### src/rtl/bsdram_pkg.sv
package bsdram_pkg;
  localparam int N_SRC  = 3;
  localparam int SRC_REF = 0;
  localparam int SRC_SP  = 1;
  localparam int SRC_DT  = 2;

  typedef enum logic [3:0] {
    SQ_IDLE,
    SQ_ADDR,
    SQ_RAS,
    SQ_COL,
    SQ_CAS,
    SQ_RF1,
    SQ_RF2,
    SQ_RF3,
    SQ_PRE
  } seq_st_e;
endpackage

### src/rtl/bsd_reftmr.sv
module bsd_reftmr #(
  parameter int REF_DIV = 1950,
  localparam int CW = (REF_DIV > 2) ? $clog2(REF_DIV) : 1
) (
  input  logic clk,
  input  logic rst_n,
  input  logic ack,
  output logic req
);
  logic [CW-1:0] cnt_q, cnt_d;
  logic          pend_q, pend_d;
  logic          wrap;

  assign wrap = (cnt_q == CW'(REF_DIV - 1));

  always_comb begin
    cnt_d  = wrap ? '0 : cnt_q + CW'(1);
    pend_d = pend_q;
    if (ack)  pend_d = 1'b0;
    if (wrap) pend_d = 1'b1;
  end

  always_ff @(posedge clk or negedge rst_n) begin
    if (!rst_n) begin
      cnt_q  <= '0;
      pend_q <= 1'b0;
    end else begin
      cnt_q  <= cnt_d;
      pend_q <= pend_d;
    end
  end

  assign req = pend_q;
endmodule

### src/rtl/bsd_arb.sv
module bsd_arb import bsdram_pkg::*; (
  input  logic             en,
  input  logic [N_SRC-1:0] req,
  output logic [N_SRC-1:0] gnt
);
  always_comb begin
    gnt = '0;
    for (int i = 0; i < N_SRC; i++) begin
      if (en && req[i] && (gnt == '0)) gnt[i] = 1'b1;
    end
  end
endmodule

### src/rtl/bsd_chan.sv
module bsd_chan #(
  parameter int PW = 22
) (
  input  logic          clk,
  input  logic          rst_n,
  input  logic          start,
  input  logic          rec_in,
  input  logic [PW-1:0] beg,
  input  logic [PW-1:0] fin,
  input  logic          stb,
  input  logic          din,
  input  logic          ack,
  input  logic          rdata,
  output logic          req,
  output logic          rec,
  output logic [PW-1:0] cur,
  output logic          wbit,
  output logic          dout,
  output logic          done
);
  logic          busy_q, busy_d;
  logic          rec_q, rec_d;
  logic [PW-1:0] cur_q, cur_d, end_q, end_d;
  logic          req_q, req_d, wbit_q, wbit_d, dout_q, dout_d, done_q, done_d;

  always_comb begin
    busy_d = busy_q;
    rec_d  = rec_q;
    cur_d  = cur_q;
    end_d  = end_q;
    req_d  = req_q;
    wbit_d = wbit_q;
    dout_d = dout_q;
    done_d = done_q;
    if (start) begin
      busy_d = 1'b1;
      rec_d  = rec_in;
      cur_d  = beg;
      end_d  = fin;
      req_d  = 1'b0;
      done_d = 1'b0;
    end else begin
      if (busy_q && stb && !req_q) begin
        req_d  = 1'b1;
        wbit_d = din;
      end
      if (ack) begin
        req_d = 1'b0;
        if (!rec_q) dout_d = rdata;
        if (cur_q == end_q) begin
          busy_d = 1'b0;
          done_d = 1'b1;
        end else begin
          cur_d = cur_q + PW'(1);
        end
      end
    end
  end

  always_ff @(posedge clk or negedge rst_n) begin
    if (!rst_n) begin
      busy_q <= 1'b0;
      rec_q  <= 1'b0;
      cur_q  <= '0;
      end_q  <= '0;
      req_q  <= 1'b0;
      wbit_q <= 1'b0;
      dout_q <= 1'b0;
      done_q <= 1'b0;
    end else begin
      busy_q <= busy_d;
      rec_q  <= rec_d;
      cur_q  <= cur_d;
      end_q  <= end_d;
      req_q  <= req_d;
      wbit_q <= wbit_d;
      dout_q <= dout_d;
      done_q <= done_d;
    end
  end

  assign req  = req_q;
  assign rec  = rec_q;
  assign cur  = cur_q;
  assign wbit = wbit_q;
  assign dout = dout_q;
  assign done = done_q;
endmodule

### src/rtl/bsd_seq.sv
module bsd_seq import bsdram_pkg::*; #(
  parameter int AP    = 10,
  parameter int SEC_N = 4,
  parameter int T_PH  = 2,
  localparam int SEC_W = $clog2(SEC_N),
  localparam int PH_W  = (T_PH > 1) ? $clog2(T_PH) : 1
) (
  input  logic             clk,
  input  logic             rst_n,
  input  logic             bypass,
  input  logic [N_SRC-1:0] gnt,
  input  logic [SEC_W-1:0] sec_in,
  input  logic [AP-1:0]    row_in,
  input  logic [AP-1:0]    col_in,
  input  logic             wr_in,
  input  logic             wd_in,
  input  logic             mem_q,
  output logic             idle,
  output logic [AP-1:0]    mem_addr,
  output logic [SEC_N-1:0] ras_n,
  output logic             cas_n,
  output logic             we_n,
  output logic             mem_d,
  output logic [N_SRC-1:0] ack,
  output logic             rdata
);
  seq_st_e          st_q, st_d;
  logic [PH_W-1:0]  ph_q, ph_d;
  logic [N_SRC-1:0] src_q, src_d;
  logic [SEC_W-1:0] sec_q, sec_d;
  logic [AP-1:0]    row_q, row_d, col_q, col_d;
  logic             wr_q, wr_d, wd_q, wd_d;
  logic [AP-1:0]    addr_q, addr_d;
  logic [SEC_N-1:0] ras_q, ras_d;
  logic             cas_q, cas_d, we_q, we_d, md_q, md_d;
  logic [N_SRC-1:0] ack_q, ack_d;
  logic             rd_q, rd_d;
  logic             ph_last;

  assign ph_last = (ph_q == PH_W'(T_PH - 1));

  // next state
  always_comb begin
    st_d  = st_q;
    ph_d  = ph_q;
    src_d = src_q;
    sec_d = sec_q;
    row_d = row_q;
    col_d = col_q;
    wr_d  = wr_q;
    wd_d  = wd_q;
    ack_d = '0;
    rd_d  = rd_q;
    if (st_q == SQ_IDLE) begin
      if (gnt != '0) begin
        src_d = gnt;
        sec_d = sec_in;
        row_d = row_in;
        col_d = col_in;
        wr_d  = wr_in;
        wd_d  = wd_in;
        ph_d  = '0;
        st_d  = gnt[SRC_REF] ? SQ_RF1 : SQ_ADDR;
      end
    end else if (ph_last) begin
      ph_d = '0;
      case (st_q)
        SQ_ADDR: st_d = bypass ? SQ_PRE : SQ_RAS;
        SQ_RAS:  st_d = SQ_COL;
        SQ_COL:  st_d = SQ_CAS;
        SQ_CAS: begin
          st_d  = SQ_PRE;
          ack_d = src_q;
          rd_d  = mem_q;
        end
        SQ_RF1:  st_d = bypass ? SQ_PRE : SQ_RF2;
        SQ_RF2:  st_d = SQ_RF3;
        SQ_RF3: begin
          st_d  = SQ_PRE;
          ack_d = src_q;
        end
        default: st_d = SQ_IDLE;
      endcase
    end else begin
      ph_d = ph_q + PH_W'(1);
    end
  end

  // pin values for the coming state
  always_comb begin
    addr_d = '0;
    ras_d  = '1;
    cas_d  = 1'b1;
    we_d   = 1'b1;
    md_d   = 1'b0;
    case (st_d)
      SQ_ADDR: addr_d = row_d;
      SQ_RAS: begin
        addr_d = row_d;
        ras_d  = ~(SEC_N'(1) << sec_d);
      end
      SQ_COL: begin
        addr_d = col_d;
        ras_d  = ~(SEC_N'(1) << sec_d);
        we_d   = ~wr_d;
        md_d   = wd_d;
      end
      SQ_CAS: begin
        addr_d = col_d;
        ras_d  = ~(SEC_N'(1) << sec_d);
        cas_d  = 1'b0;
        we_d   = ~wr_d;
        md_d   = wd_d;
      end
      SQ_RF1: cas_d = 1'b0;
      SQ_RF2: begin
        cas_d = 1'b0;
        ras_d = '0;
      end
      SQ_RF3: ras_d = '0;
      default: ;
    endcase
  end

  always_ff @(posedge clk or negedge rst_n) begin
    if (!rst_n) begin
      st_q   <= SQ_IDLE;
      ph_q   <= '0;
      src_q  <= '0;
      sec_q  <= '0;
      row_q  <= '0;
      col_q  <= '0;
      wr_q   <= 1'b0;
      wd_q   <= 1'b0;
      addr_q <= '0;
      ras_q  <= '1;
      cas_q  <= 1'b1;
      we_q   <= 1'b1;
      md_q   <= 1'b0;
      ack_q  <= '0;
      rd_q   <= 1'b0;
    end else begin
      st_q   <= st_d;
      ph_q   <= ph_d;
      src_q  <= src_d;
      sec_q  <= sec_d;
      row_q  <= row_d;
      col_q  <= col_d;
      wr_q   <= wr_d;
      wd_q   <= wd_d;
      addr_q <= addr_d;
      ras_q  <= ras_d;
      cas_q  <= cas_d;
      we_q   <= we_d;
      md_q   <= md_d;
      ack_q  <= ack_d;
      rd_q   <= rd_d;
    end
  end

  assign idle     = (st_q == SQ_IDLE);
  assign mem_addr = addr_q;
  assign ras_n    = ras_q;
  assign cas_n    = cas_q;
  assign we_n     = we_q;
  assign mem_d    = md_q;
  assign ack      = ack_q;
  assign rdata    = rd_q;
endmodule

### src/rtl/bsdram_ctrl.sv
module bsdram_ctrl import bsdram_pkg::*; #(
  parameter int AP      = 10,
  parameter int SEC_N   = 4,
  parameter int REF_DIV = 1950,
  parameter int T_PH    = 2,
  localparam int SEC_W  = $clog2(SEC_N),
  localparam int PW     = SEC_W + 2 * AP,
  localparam int SW     = 2 * (AP - 1),
  localparam int N_CH   = 2
) (
  input  logic             clk,
  input  logic             rst_n,
  input  logic             cfg_bypass,
  input  logic             cfg_big,
  input  logic             sp_start,
  input  logic             sp_rec,
  input  logic [PW-1:0]    sp_beg,
  input  logic [PW-1:0]    sp_end,
  input  logic             sp_stb,
  input  logic             sp_din,
  output logic             sp_dout,
  output logic             sp_done,
  input  logic             dt_start,
  input  logic             dt_rec,
  input  logic [PW-1:0]    dt_beg,
  input  logic [PW-1:0]    dt_end,
  input  logic             dt_stb,
  input  logic             dt_din,
  output logic             dt_dout,
  output logic             dt_done,
  output logic [AP-1:0]    mem_addr,
  output logic [SEC_N-1:0] mem_ras_n,
  output logic             mem_cas_n,
  output logic             mem_we_n,
  output logic             mem_d,
  input  logic             mem_q,
  output logic             dir_bit,
  output logic             dir_clk
);
  // reset: asserted at once, released on the clock
  logic rst_m, rst_q;
  always_ff @(posedge clk or negedge rst_n) begin
    if (!rst_n) begin
      rst_m <= 1'b0;
      rst_q <= 1'b0;
    end else begin
      rst_m <= 1'b1;
      rst_q <= rst_m;
    end
  end

  logic [N_CH-1:0]  ch_start, ch_rec_in, ch_stb, ch_din, ch_req, ch_rec;
  logic [N_CH-1:0]  ch_wbit, ch_dout, ch_done, ch_ack;
  logic [PW-1:0]    ch_beg [N_CH];
  logic [PW-1:0]    ch_end [N_CH];
  logic [PW-1:0]    ch_cur [N_CH];
  logic [SEC_W-1:0] ch_sec [N_CH];
  logic [AP-1:0]    ch_row [N_CH];
  logic [AP-1:0]    ch_col [N_CH];

  assign ch_start  = {dt_start, sp_start};
  assign ch_rec_in = {dt_rec, sp_rec};
  assign ch_stb    = {dt_stb, sp_stb};
  assign ch_din    = {dt_din, sp_din};
  assign ch_beg[0] = sp_beg;
  assign ch_beg[1] = dt_beg;
  assign ch_end[0] = sp_end;
  assign ch_end[1] = dt_end;

  logic [N_SRC-1:0] arb_req, arb_gnt, seq_ack;
  logic             ref_req, seq_idle, seq_rdata;

  generate
    for (genvar c = 0; c < N_CH; c++) begin : g_ch
      bsd_chan #(.PW(PW)) u_chan (
        .clk    (clk),
        .rst_n  (rst_q),
        .start  (ch_start[c]),
        .rec_in (ch_rec_in[c]),
        .beg    (ch_beg[c]),
        .fin    (ch_end[c]),
        .stb    (ch_stb[c]),
        .din    (ch_din[c]),
        .ack    (ch_ack[c]),
        .rdata  (seq_rdata),
        .req    (ch_req[c]),
        .rec    (ch_rec[c]),
        .cur    (ch_cur[c]),
        .wbit   (ch_wbit[c]),
        .dout   (ch_dout[c]),
        .done   (ch_done[c])
      );

      // split of the linear pointer, same for both densities' pin order
      always_comb begin
        if (cfg_big) begin
          ch_sec[c] = ch_cur[c][PW-1 -: SEC_W];
          ch_row[c] = ch_cur[c][2*AP-1 : AP];
          ch_col[c] = ch_cur[c][AP-1 : 0];
        end else begin
          ch_sec[c] = ch_cur[c][SW+SEC_W-1 : SW];
          ch_row[c] = {1'b0, ch_cur[c][SW-1 : AP-1]};
          ch_col[c] = {1'b0, ch_cur[c][AP-2 : 0]};
        end
      end
    end
  endgenerate

  bsd_reftmr #(.REF_DIV(REF_DIV)) u_ref (
    .clk   (clk),
    .rst_n (rst_q),
    .ack   (seq_ack[SRC_REF]),
    .req   (ref_req)
  );

  assign arb_req = {ch_req[1], ch_req[0], ref_req};

  bsd_arb u_arb (
    .en  (seq_idle & ~cfg_bypass),
    .req (arb_req),
    .gnt (arb_gnt)
  );

  logic             sel_sp;
  logic [SEC_W-1:0] sel_sec;
  logic [AP-1:0]    sel_row, sel_col;
  logic             sel_wr, sel_wd;

  assign sel_sp  = arb_gnt[SRC_SP];
  assign sel_sec = sel_sp ? ch_sec[0]  : ch_sec[1];
  assign sel_row = sel_sp ? ch_row[0]  : ch_row[1];
  assign sel_col = sel_sp ? ch_col[0]  : ch_col[1];
  assign sel_wr  = sel_sp ? ch_rec[0]  : ch_rec[1];
  assign sel_wd  = sel_sp ? ch_wbit[0] : ch_wbit[1];

  bsd_seq #(.AP(AP), .SEC_N(SEC_N), .T_PH(T_PH)) u_seq (
    .clk      (clk),
    .rst_n    (rst_q),
    .bypass   (cfg_bypass),
    .gnt      (arb_gnt),
    .sec_in   (sel_sec),
    .row_in   (sel_row),
    .col_in   (sel_col),
    .wr_in    (sel_wr),
    .wd_in    (sel_wd),
    .mem_q    (mem_q),
    .idle     (seq_idle),
    .mem_addr (mem_addr),
    .ras_n    (mem_ras_n),
    .cas_n    (mem_cas_n),
    .we_n     (mem_we_n),
    .mem_d    (mem_d),
    .ack      (seq_ack),
    .rdata    (seq_rdata)
  );

  assign ch_ack  = {seq_ack[SRC_DT], seq_ack[SRC_SP]};
  assign sp_dout = ch_dout[0];
  assign dt_dout = ch_dout[1];
  assign sp_done = ch_done[0];
  assign dt_done = ch_done[1];
  assign dir_bit = cfg_bypass & sp_din;
  assign dir_clk = cfg_bypass & sp_stb;
endmodule

### config.mk
export PLATFORM = sky130hd
export DESIGN_NAME = bsdram_ctrl
export DESIGN_NICKNAME = d
export VERILOG_FILES = /design/src/rtl/bsdram_pkg.sv /design/src/rtl/bsd_reftmr.sv /design/src/rtl/bsd_arb.sv /design/src/rtl/bsd_chan.sv /design/src/rtl/bsd_seq.sv /design/src/rtl/bsdram_ctrl.sv
export SDC_FILE = /design/constraint.sdc
export NUM_CORES = 1
export LEC_CHECK = 0
export BUFFER_PORTS_ARGS = -buffer_cell sky130_fd_sc_hd__buf_2
export CORE_MARGIN = 5
export CORE_UTILIZATION = 50
export CTS_CLUSTER_DIAMETER = 120
export DETAILED_ROUTE_END_ITERATION = 12
export PLACE_DENSITY_LB_ADDON = 0.2
export SKIP_CTS_REPAIR_TIMING = 1
export SLEW_MARGIN = 15
export SYNTH_ARGS = -nofsm -noshare
export SYNTH_HDL_FRONTEND = slang
export SYNTH_SLANG_ARGS = --single-unit
### constraint.sdc
create_clock -name clk -period 12.9 [get_ports clk]
set_input_delay 0.645 -clock clk [delete_from_list [all_inputs] [get_ports clk]]
set_output_delay 0.645 -clock clk [all_outputs]
set_load 0.05 [all_outputs]
==> impl_results.md, run 1 <==
* TNS Setup at 0 ps
* Clock Root Buffer: clkbuf_16
* DRC at 0
* Initial DRC Count at 535
* Synth Instances at 797
* CTS H-tree lvls at 4
* Post-synthesis simple-gate area fraction at 0.1652
* Synth async-reset ratio at 1.000
* Reg-to-reg setup timing slack at 10210 ps
* Nets at 1010
* Die area at 0.01951 mm^2
* Wire per inst at 18.24 um
* Mean Syn Cell Area at 10.55 um^2
* Worst EP required at 13190 ps
* Maximum VDD drop at 0.1162 mV
* Clk sinks at 167
* Commonest non-fill, non-tap cells in the layout: dfrtp_1 (160), buf_2 (123), nand2_1 (78), mux2_2 (62), nor2_1 (48)
* Slew margin rel. at 0.3448
* Mux cell area share after synthesis at 0.1337
* Multi-input logic area at 0.003986 mm^2
* Gpl congestion at 0.8543
* Fin crit share at 0.2085
* Clock-pin slew on the worst setup and hold paths at 70 ps
* Synth cell types at 56
* Detailed placer's ending HPWL at 15070 um
* Post-layout util at 0.5920
* Synthesis Warnings at 0
* Post-Syn Area at 0.008407 mm^2
* Finish-stage setup viols at 0
* Cts bufs inserted at 17
* Tmin final at 2690 ps
* Antenna Nets Post-Route at 0
* Layout cells sized above 1 at 0.2625
* Via-to-Cell Ratio at 5.692
* Core Rows at 47
* Area post-placement at 0.009179 mm^2
* Crit end category: register
* Post-Synth Adder-Cell Area at 0.005953
* Synth Area in Compound Gates at 0.09228
* Largest family of logic cells by synthesized area: simple AND/OR/NAND/NOR gates
* Worst r2r src: g_ch[1].u_chan.cur[7]
* Main synth FF type: dfrtp_1
* Core box area at 0.01652 mm^2
* Filler cells at 1427
* Clk_lat worst skew at 440 ps
* Clock buffer depth at 2
* P_leak at 4.336 nW
* Die Y at 139.7 um
* Max Clk Rate at 0.3718 GHz
* First-pass GRT wire length at 33520 um
* Slew Limit Fails at 0
* Initial Util at 0.5087
* Yosys reg bits at 167
* FF+latch area at 0.004190 mm^2
* Hold_ws at 273.3 ps
* Total wire length at 20750 um
* RSZ-0062 raised after global routing: false
* Antenna fix cells at 0
* Xor and xnor area share after synthesis at 0.07605
* EDFF count, synth at 0
* Critical R2R Capture: g_ch[1].u_chan.cur[0]
* Tot Pwr at 1.629 mW
* Area Overhead vs Synth at 16.37%
* CP Max Fanout at 15
* Crit path launch type: register
* CP arrival at 2980 ps
* Vias in the first global route at 6278
* Design Area, Final at 0.009783 mm^2
* Vias at 6477
* Setup CP Type: reg -> reg
* R2R depth at 7
* Worst Skew at 10.13 ps
* Cell Pwr Density at 166.5 mW/mm^2
* Slew @ Worst Pin at 982.8 ps
* Hold Fails Final Rpt at 0
* Status: finished, final reports clean
* Gr ovfl total at 0
* IO Port Bufs at 123
* Die X at 139.7 um
* Initial antenna violation count at 1
* Syn Nets at 902
* Maxcap violations at 0
* Commonest non-fill, non-tap cell in the layout: dfrtp_1
* CTS tree: yes
* I/O pin cnt at 124
* Largest net degree at the start of global routing at 83
* Total GRT Usage at 0.2148
* Detailed Routing Iterations Pass 1 at 5
* Sequential-to-total area share from yosys stat at 0.4980
* Hold WC Path Type: reg -> async
metal layers:
layer	wire, um	up-vias	GRT usage
met3	1133	39	0.04322
met2	9575	196	0.3267
met5	13	-	0
met4	560	2	0.08006
met1	9471	3173	0.3066
li1	-	3067	-
critical path, cell delays in order, from the launching register on:
cell and delay, ps:
dfrtp_1 450, xor2_1 190, nor4_1 320, nand4_1 350, o21ai_1 680, buf_4 320
xor2_1 160, o21ai_0 80
stage by stage:
step / worst slack, ps / cells
after floorplan: 7913 / 797
after global placement: 10230 / 1105
after detailed placement: 10160 / 1105
after CTS: 10110 / 1137
after global routing: 10000 / 1138
final: 10210 / 1138
state kept, by name, indices dropped and copies added (netlist names), 4 cells and up:
signal / flops
g_ch.u_chan.cur: 44
g_ch.u_chan.end_q: 44
u_ref.cnt_q: 11
u_seq.col_q: 10
u_seq.mem_addr: 10
u_seq.ras_n: 4
u_seq.row_q: 10
u_seq.st_q: 4
how the worst max path moves through the flow:
stage | start | end | slack [ps] | depth (start not counted)
after floorplan | rst_q | g_ch[0].u_chan.busy_q | 7910 | 0
after global placement | u_seq.st_q[0] | u_seq.mem_addr[9] | 10230 | 6
after detailed placement | u_seq.st_q[0] | u_seq.mem_addr[7] | 10160 | 6
after CTS | u_seq.st_q[0] | u_seq.mem_addr[9] | 10110 | 6
after global routing | g_ch[1].u_chan.cur[7] | g_ch[1].u_chan.cur[0] | 10000 | 7
final | g_ch[1].u_chan.cur[7] | g_ch[1].u_chan.cur[0] | 10210 | 7
cell usage after synthesis, drive strengths merged, types with 7 or more instances:
| master | n | area, um^2 |
|---|---|---|
| dfrtp | 161 | 4029 |
| nand2 | 78 | 292.8 |
| mux2 | 62 | 698.2 |
| nor2 | 48 | 180.2 |
| xnor2 | 40 | 350.3 |
| mux2i | 38 | 380.4 |
| nand3 | 36 | 180.2 |
| a21oi | 35 | 178.9 |
| xor2 | 33 | 289.0 |
| clkbuf | 31 | 116.4 |
| o21ai | 31 | 155.1 |
| nand4 | 19 | 118.9 |
| or4 | 18 | 138.9 |
| inv | 14 | 52.55 |
| nor2b | 13 | 81.33 |
| buf | 12 | 66.32 |
| a22o | 11 | 96.34 |
| nor3 | 11 | 66.32 |
| and2 | 10 | 62.56 |
| and3 | 9 | 56.30 |
| nor4 | 9 | 56.30 |
| a31oi | 7 | 43.79 |
| o211ai | 7 | 52.55 |
logic make-up (layout without fill, tap and decap cells):
logic type                 Yosys count  after routing
buffers and inverters               58            179
DFF                                167            167
and+or+nand+nor                    272            272
AOI/OAI and AO/OA                  120            120
adders and majority gates            4              4
xor gates and xnor gates            73             73
other                                1              1
muxes                              102            102
cell type report:
class                   count  area share
clock buffers              18     0.04489
clock inverters            14     0.01535
inverters                  15    0.005755
multi-input cells         572      0.4075
flip-flops and latches    167      0.4283
well taps                 220     0.02814
repair buffers            132     0.07009
power breakdown:
group          switching, mW  total, mW  leakage (nW)  internal (mW)
sequential            0.0796      0.703          2.00          0.623
combinational          0.250      0.417          2.04          0.167
clock                  0.218      0.509         0.288          0.291
total                  0.547       1.63          4.34           1.08
Power figures use the tool's default switching activity.
==> run 2: changes to the inputs <==
Clock period 12.9 ns to 2.2 ns, I/O delays scaled along.
==> impl_results.md, run 2 (synthesis gave the netlist of run 1 again) <==
* Worst Skew at 8.484 ps (-1.644 ps)
* Crit end category: register
* Total wire length at 23400 um (+13%)
* Most Crowded Layer GR: met2
* CTS H-tree lvls at 4 (unchanged)
* Finish-stage setup viols at 3 (+3)
* Core box area at 0.01652 mm^2 (unchanged)
* Failing checks: hold timing, setup timing
* Die Y at 139.7 um (unchanged)
* Filler cells at 1250 (-12%)
* Multi-input logic area at 0.004066 mm^2 (+2.0%)
* Die area at 0.01951 mm^2 (unchanged)
* Max Clk Rate at 0.4522 GHz (+22%)
* DRC at 0 (unchanged)
* Detailed Routing Iterations Pass 1 at 4 (-1)
* Fin crit share at 1.005 (+0.7967)
* P_leak at 5.073 nW (+17%)
* IO Port Bufs at 123 (unchanged)
* Die X at 139.7 um (unchanged)
* TNS Setup at -14.23 ps (-14.23 ps)
* Initial Util at 0.5087 (unchanged)
* Tmin final at 2211 ps (-478.2 ps)
* Worst path slowest cell: or4_4
* Clock-pin slew on the worst setup and hold paths at 60 ps (about the same)
* Met3 usage at 0.04768 (+0.004460)
* Gpl congestion at 0.8730 (+2.2%)
* Core Rows at 47 (unchanged)
* Cts bufs inserted at 17 (unchanged)
* Hold Fails Final Rpt at 2 (+2)
* Commonest non-fill, non-tap cell in the layout: dfrtp_1
* Slew Limit Fails at 0 (unchanged)
* WHS Path Cells at 3
* Wire per inst at 17.96 um (-1.5%)
* Maximum VDD drop at 0.6379 mV (+450%)
* Clock Root Buffer: clkbuf_16
* FF+latch area at 0.004192 mm^2 (about the same)
* Setup CP Type: reg -> reg
* Crit path launch type: register
* Worst setup margin at -11.31 ps (-10220 ps)
* Worst-path cell chain: or4_4 -> nor3_4 -> a221oi_4 -> or3_4 -> a21oi_4 -> buf_6 -> a22o_1
* Worst EP required at 2570 ps (-10620 ps)
* Hold WC Path Type: in -> reg
* Area post-placement at 0.009758 mm^2 (+6.3%)
* Antenna fix cells at 0 (unchanged)
* Antenna Nets Post-Route at 0 (unchanged)
* Clock buffer depth at 2 (unchanged)
* CP Max Fanout at 6 (-9)
* First-pass GRT wire length at 34490 um (+2.9%)
* Layout cells sized above 1 at 0.2992 (+0.03664)
* Total GRT Usage at 0.2233 (+0.008413)
* Initial DRC Count at 609 (+14%)
* CP arrival at 2580 ps (-400 ps)
* Initial antenna violation count at 0 (-1)
* Maxcap violations at 0 (unchanged)
* Met1 Use GR at 0.3213 (+0.01473)
* Hold_ws at -7.394 ps (-280.7 ps)
* I/O pin cnt at 124 (unchanged)
* Commonest non-fill, non-tap cells in the layout: dfrtp_1 (159), buf_2 (123), dlygate4sd3_1 (93), nand2_1 (78), buf_4 (73)
* R2R depth at 7 (unchanged)
* Detailed placer's ending HPWL at 16470 um (+9.3%)
* Status: finished with violations
* Clk_lat worst skew at 430 ps (about the same)
* Design Area, Final at 0.01139 mm^2 (+16%)
* Clk sinks at 167 (unchanged)
* Vias at 7153 (+10%)
* Cell Pwr Density at 895.4 mW/mm^2 (+440%)
* Slew @ Worst Pin at 680.8 ps (-302.0 ps)
* Critical path's largest stage delay at 560 ps (-120 ps)
* Via-to-Cell Ratio at 5.490 (-3.5%)
* Area Overhead vs Synth at 35.51%
* Slew margin rel. at 0.5444 (+0.1997)
* Nets at 1175 (+16%)
* RSZ-0062 raised after global routing: true
* CTS tree: yes
* Gr ovfl total at 0 (unchanged)
* Largest net degree at the start of global routing at 52 (-37%)
* Vias in the first global route at 6444 (+2.6%)
* Met2 GRT Util at 0.3463 (+0.01959)
-- run 2: cell types whose count changed in the layout (fill, tap and decap cells not counted), moves of 2 or more --
cell	before	now
buf_12	0	4
buf_4	8	73
buf_6	0	4
clkbuf_1	0	2
clkinv_4	4	1
clkinvlp_4	2	4
dlygate4sd3_1	1	93
mux2i_1	38	33
mux2i_2	0	5
nor4_1	9	7
-- run 2: report_power, final --
part	total (mW)	switching, mW	leakage, nW	internal (mW)
registers	4.00	0.345	2.00	3.66
logic	3.24	1.77	2.79	1.46
clock network	2.96	1.23	0.275	1.73
-- run 2: cell type report --
cell class                      instances  share of cell area
Clock buffer                           21             0.04042
Clock inverter                         11             0.01076
Inverter                               15            0.004942
Multi-Input combinational cell        572              0.3569
Sequential cell                       167              0.3679
Tap cell                              220             0.02416
Timing Repair Buffer                  297              0.1948
-- run 2: final timing paths --
check                      slack, ps           from                     end
max                              -10  u_seq.st_q[1]       u_seq.mem_addr[1]
min                               -7         dt_stb      g_ch[1].u_chan.req
max reg2reg                      -10  u_seq.st_q[1]       u_seq.mem_addr[1]
min reg2reg                      310          rst_q  g_ch[1].u_chan.cur[17]
max in group asynchronous       1170          rst_q          u_seq.ras_n[3]
min in group asynchronous        310          rst_q  g_ch[1].u_chan.cur[17]
-- run 2: layer usage --
layer | part of all wire | routed length, um
met5 | 0 | 0
met4 | 0.014 | 333
met3 | 0.048 | 1115
met2 | 0.49 | 11440
met1 | 0.45 | 10510
-- run 2: critical path: cells and delay by family, from the launching register on --
| kind | cells | cell delay, ps |
|---|---|---|
| buf+inv | 1 | 150 |
| compound gates | 3 | 380 |
| flops | 1 | 370 |
| simple gates | 3 | 1240 |
-- run 2: through the flow --
stage	util	cells	worst slack (ps)	total power, mW	hold WS [ps]
2_1_floorplan	-	797	-23.02	5.975	-185.6
3_3_place_gp	0.5905	1174	-60.18	6.897	-103.6
3_5_place_dp	0.5905	1174	-129.9	6.978	-102.8
4_1_cts	0.6258	1206	-145.6	9.957	-569.5
5_1_grt	0.6894	1303	-93.61	10.70	3.635
6_report	0.6894	1303	-11.31	10.20	-7.394
==> run 3: changes to the inputs <==
Settings changed: SETUP_SLACK_MARGIN from default to 0.02.
Clock period 2.2 ns to 2.22 ns, I/O delays scaled along.
==> impl_results.md, run 3 (synthesis gave the netlist of run 1 again) <==
* Crit path launch type: register
* Core Rows at 47 (unchanged)
* Crit end category: register
* Detailed placer's ending HPWL at 16270 um (-1.2%)
* Initial antenna violation count at 0 (unchanged)
* Hold_ws at -16.16 ps (-8.765 ps)
* Commonest non-fill, non-tap cells in the layout: dfrtp_1 (159), buf_2 (123), dlygate4sd3_1 (93), nand2_1 (78), buf_4 (71)
* Total GRT Usage at 0.2234 (about the same)
* CP Max Fanout at 25 (+19)
* Die area at 0.01951 mm^2 (unchanged)
* CP arrival at 2460 ps (-120 ps)
* Clock network power share at 0.294 (+0.004)
* P_leak at 5.092 nW (+0.37%)
* Maxcap violations at 0 (unchanged)
* Fin crit share at 0.9702 (-0.03494)
* Commonest non-fill, non-tap cell in the layout: dfrtp_1
* Status: finished with violations
* Layout cells sized above 1 at 0.3004 (+0.001201)
* First-pass GRT wire length at 34700 um (+0.60%)
* Worst setup margin at 66.16 ps (+77.47 ps)
* Reg-to-reg setup timing slack at 70 ps (+80 ps)
* Initial Util at 0.5087 (unchanged)
* Hold Fails Final Rpt at 3 (+1)
* IO Port Bufs at 123 (unchanged)
* Nets at 1174 (-0.085%)
* Vias in the first global route at 6564 (+1.9%)
* Flop pwr share at 0.388 (-0.005)
* Failing checks: hold timing
* Critical path's largest stage delay at 560 ps (about the same)
* Worst EP required at 2530 ps (-40 ps)
* Antenna Nets Post-Route at 0 (unchanged)
* Worst path slowest cell: or4_4
* Slew Limit Fails at 0 (unchanged)
* Dpl ws at -169.1 ps (-39.18 ps)
* Clock buffer depth at 2 (unchanged)
* Via-to-Cell Ratio at 5.409 (-1.5%)
* RSZ-0062 raised after global routing: true
* Core box area at 0.01652 mm^2 (unchanged)
* Largest net degree at the start of global routing at 78 (+50%)
* Clock Root Buffer: clkbuf_16
* Tot Pwr at 10.28 mW (+0.76%)
* Clock-pin slew on the worst setup and hold paths at 70 ps (about the same)
* Wire per inst at 17.93 um (-0.15%)
* Filler cells at 1282 (+2.6%)
* Die X at 139.7 um (unchanged)
* Sw Pwr at 3.370 mW (+0.63%)
* Setup CP Type: reg -> reg
* Die Y at 139.7 um (unchanged)
* Worst-path cell chain: or4_4 -> nor3_4 -> buf_6 -> mux2_2 -> a22o_1
* Slew margin rel. at 0.4390 (-0.1055)
* Cell Pwr Density at 900.4 mW/mm^2 (+0.56%)
* Design Area, Final at 0.01141 mm^2 (+0.20%)
* Detailed Routing Iterations Pass 1 at 5 (+1)
* Comb pwr share at 0.318 (about the same)
* Finish-stage setup viols at 0 (-3)
* Initial DRC Count at 677 (+11%)
* Hold WC Path Type: in -> async
* Clk_lat worst skew at 430 ps (about the same)
* Maximum VDD drop at 0.6090 mV (-4.5%)
* Gr ovfl total at 0 (unchanged)
* Worst r2r src: u_seq.st_q[2]
* Area Overhead vs Synth at 35.78%
* Internal power at 6.908 mW (+0.83%)
* Gpl congestion at 0.8833 (+1.2%)
* Vias at 7043 (-1.5%)
* Tmin final at 2154 ps (-57.47 ps)
* Slew @ Worst Pin at 841.6 ps (+160.8 ps)
* Clk sinks at 167 (unchanged)
* Critical R2R Capture: u_seq.mem_addr[6]
* CTS H-tree lvls at 4 (unchanged)
* Cts bufs inserted at 17 (unchanged)
* Area post-placement at 0.009718 mm^2 (-0.41%)
* CTS tree: yes
* Antenna fix cells at 0 (unchanged)
* R2R depth at 5 (-2)
* Worst Skew at 13.17 ps (+4.690 ps)
* DRC at 0 (unchanged)
* I/O pin cnt at 124 (unchanged)
* Max Clk Rate at 0.4643 GHz (+2.7%)
* Switching portion of total power at 0.3279 (-0.0004452)
* Total wire length at 23340 um (-0.23%)
## run 3: changes by cell type in the layout (fill, tap and decap cells not counted), sizes merged
cell / change
clkbuf: -1
clkinv: -1
inv: +4
buf: -1
clkinvlp: -2
## run 3: stage by stage
step                TNS (ps)  std cells    util  hold slack, ps
detailed placement     -1423       1172  0.5881          -100.9
finish                     0       1302  0.6908          -16.16
global placement       -1006       1172  0.5881          -103.0
floorplan             -26.58        797       -          -184.6
global route          -253.2       1302  0.6908          -10.58
CTS                    -1562       1204  0.6247          -563.7
## run 3: critical path, delay by kind of cell (launching register included)
kind | cells | cell delay, ps
AOI/OAI and AO/OA | 1 | 230
and+or+nand+nor | 2 | 780
muxes | 1 | 370
DFF | 1 | 380
buffers and inverters | 1 | 270
## run 3: worst max-delay path by stage
stage / start / endpoint / slack (ps) / depth (start not counted)
final: u_seq.st_q[2] / u_seq.mem_addr[6] / 70 / 5
after global routing: g_ch[1].u_chan.cur[6] / g_ch[1].u_chan.cur[15] / -40 / 8
after CTS: u_seq.st_q[0] / u_seq.mem_addr[6] / -190 / 6
after detailed placement: u_seq.st_q[0] / u_seq.mem_addr[6] / -170 / 6
after global placement: u_seq.st_q[0] / u_seq.mem_addr[9] / -100 / 6
after floorplan: u_seq.st_q[3] / u_seq.mem_addr[1] / -3 / 7
## run 3: layer usage
metal,track usage,wire [um],up-vias
li1,-,-,3388
met1,0.3198,10310,3436
met3,0.04563,1256,22
met4,0.05915,337,0
met2,0.3496,11430,197
met5,0,0,-
## run 3: final cells by class
| class | count | area [um^2] | area share |
|---|---|---|---|
| well taps | 220 | 275.3 | 0.02411 |
| inverters | 15 | 56.30 | 0.004933 |
| multi-input cells | 572 | 4071 | 0.3567 |
| clock inverters | 12 | 137.6 | 0.01206 |
| clock buffers | 20 | 466.7 | 0.04089 |
| repair buffers | 296 | 2216 | 0.1941 |
| flip-flops and latches | 167 | 4192 | 0.3672 |
## run 3: power groups by stage
stage	clock network [mW]	registers (mW)	logic, mW
6_report	3.03	3.98	3.27
5_1_grt	3.20	4.04	3.53
4_1_cts	3.07	3.97	2.89
3_5_place_dp	0	4.02	2.88
3_3_place_gp	0	4.01	2.83
2_1_floorplan	0	4.28	1.64
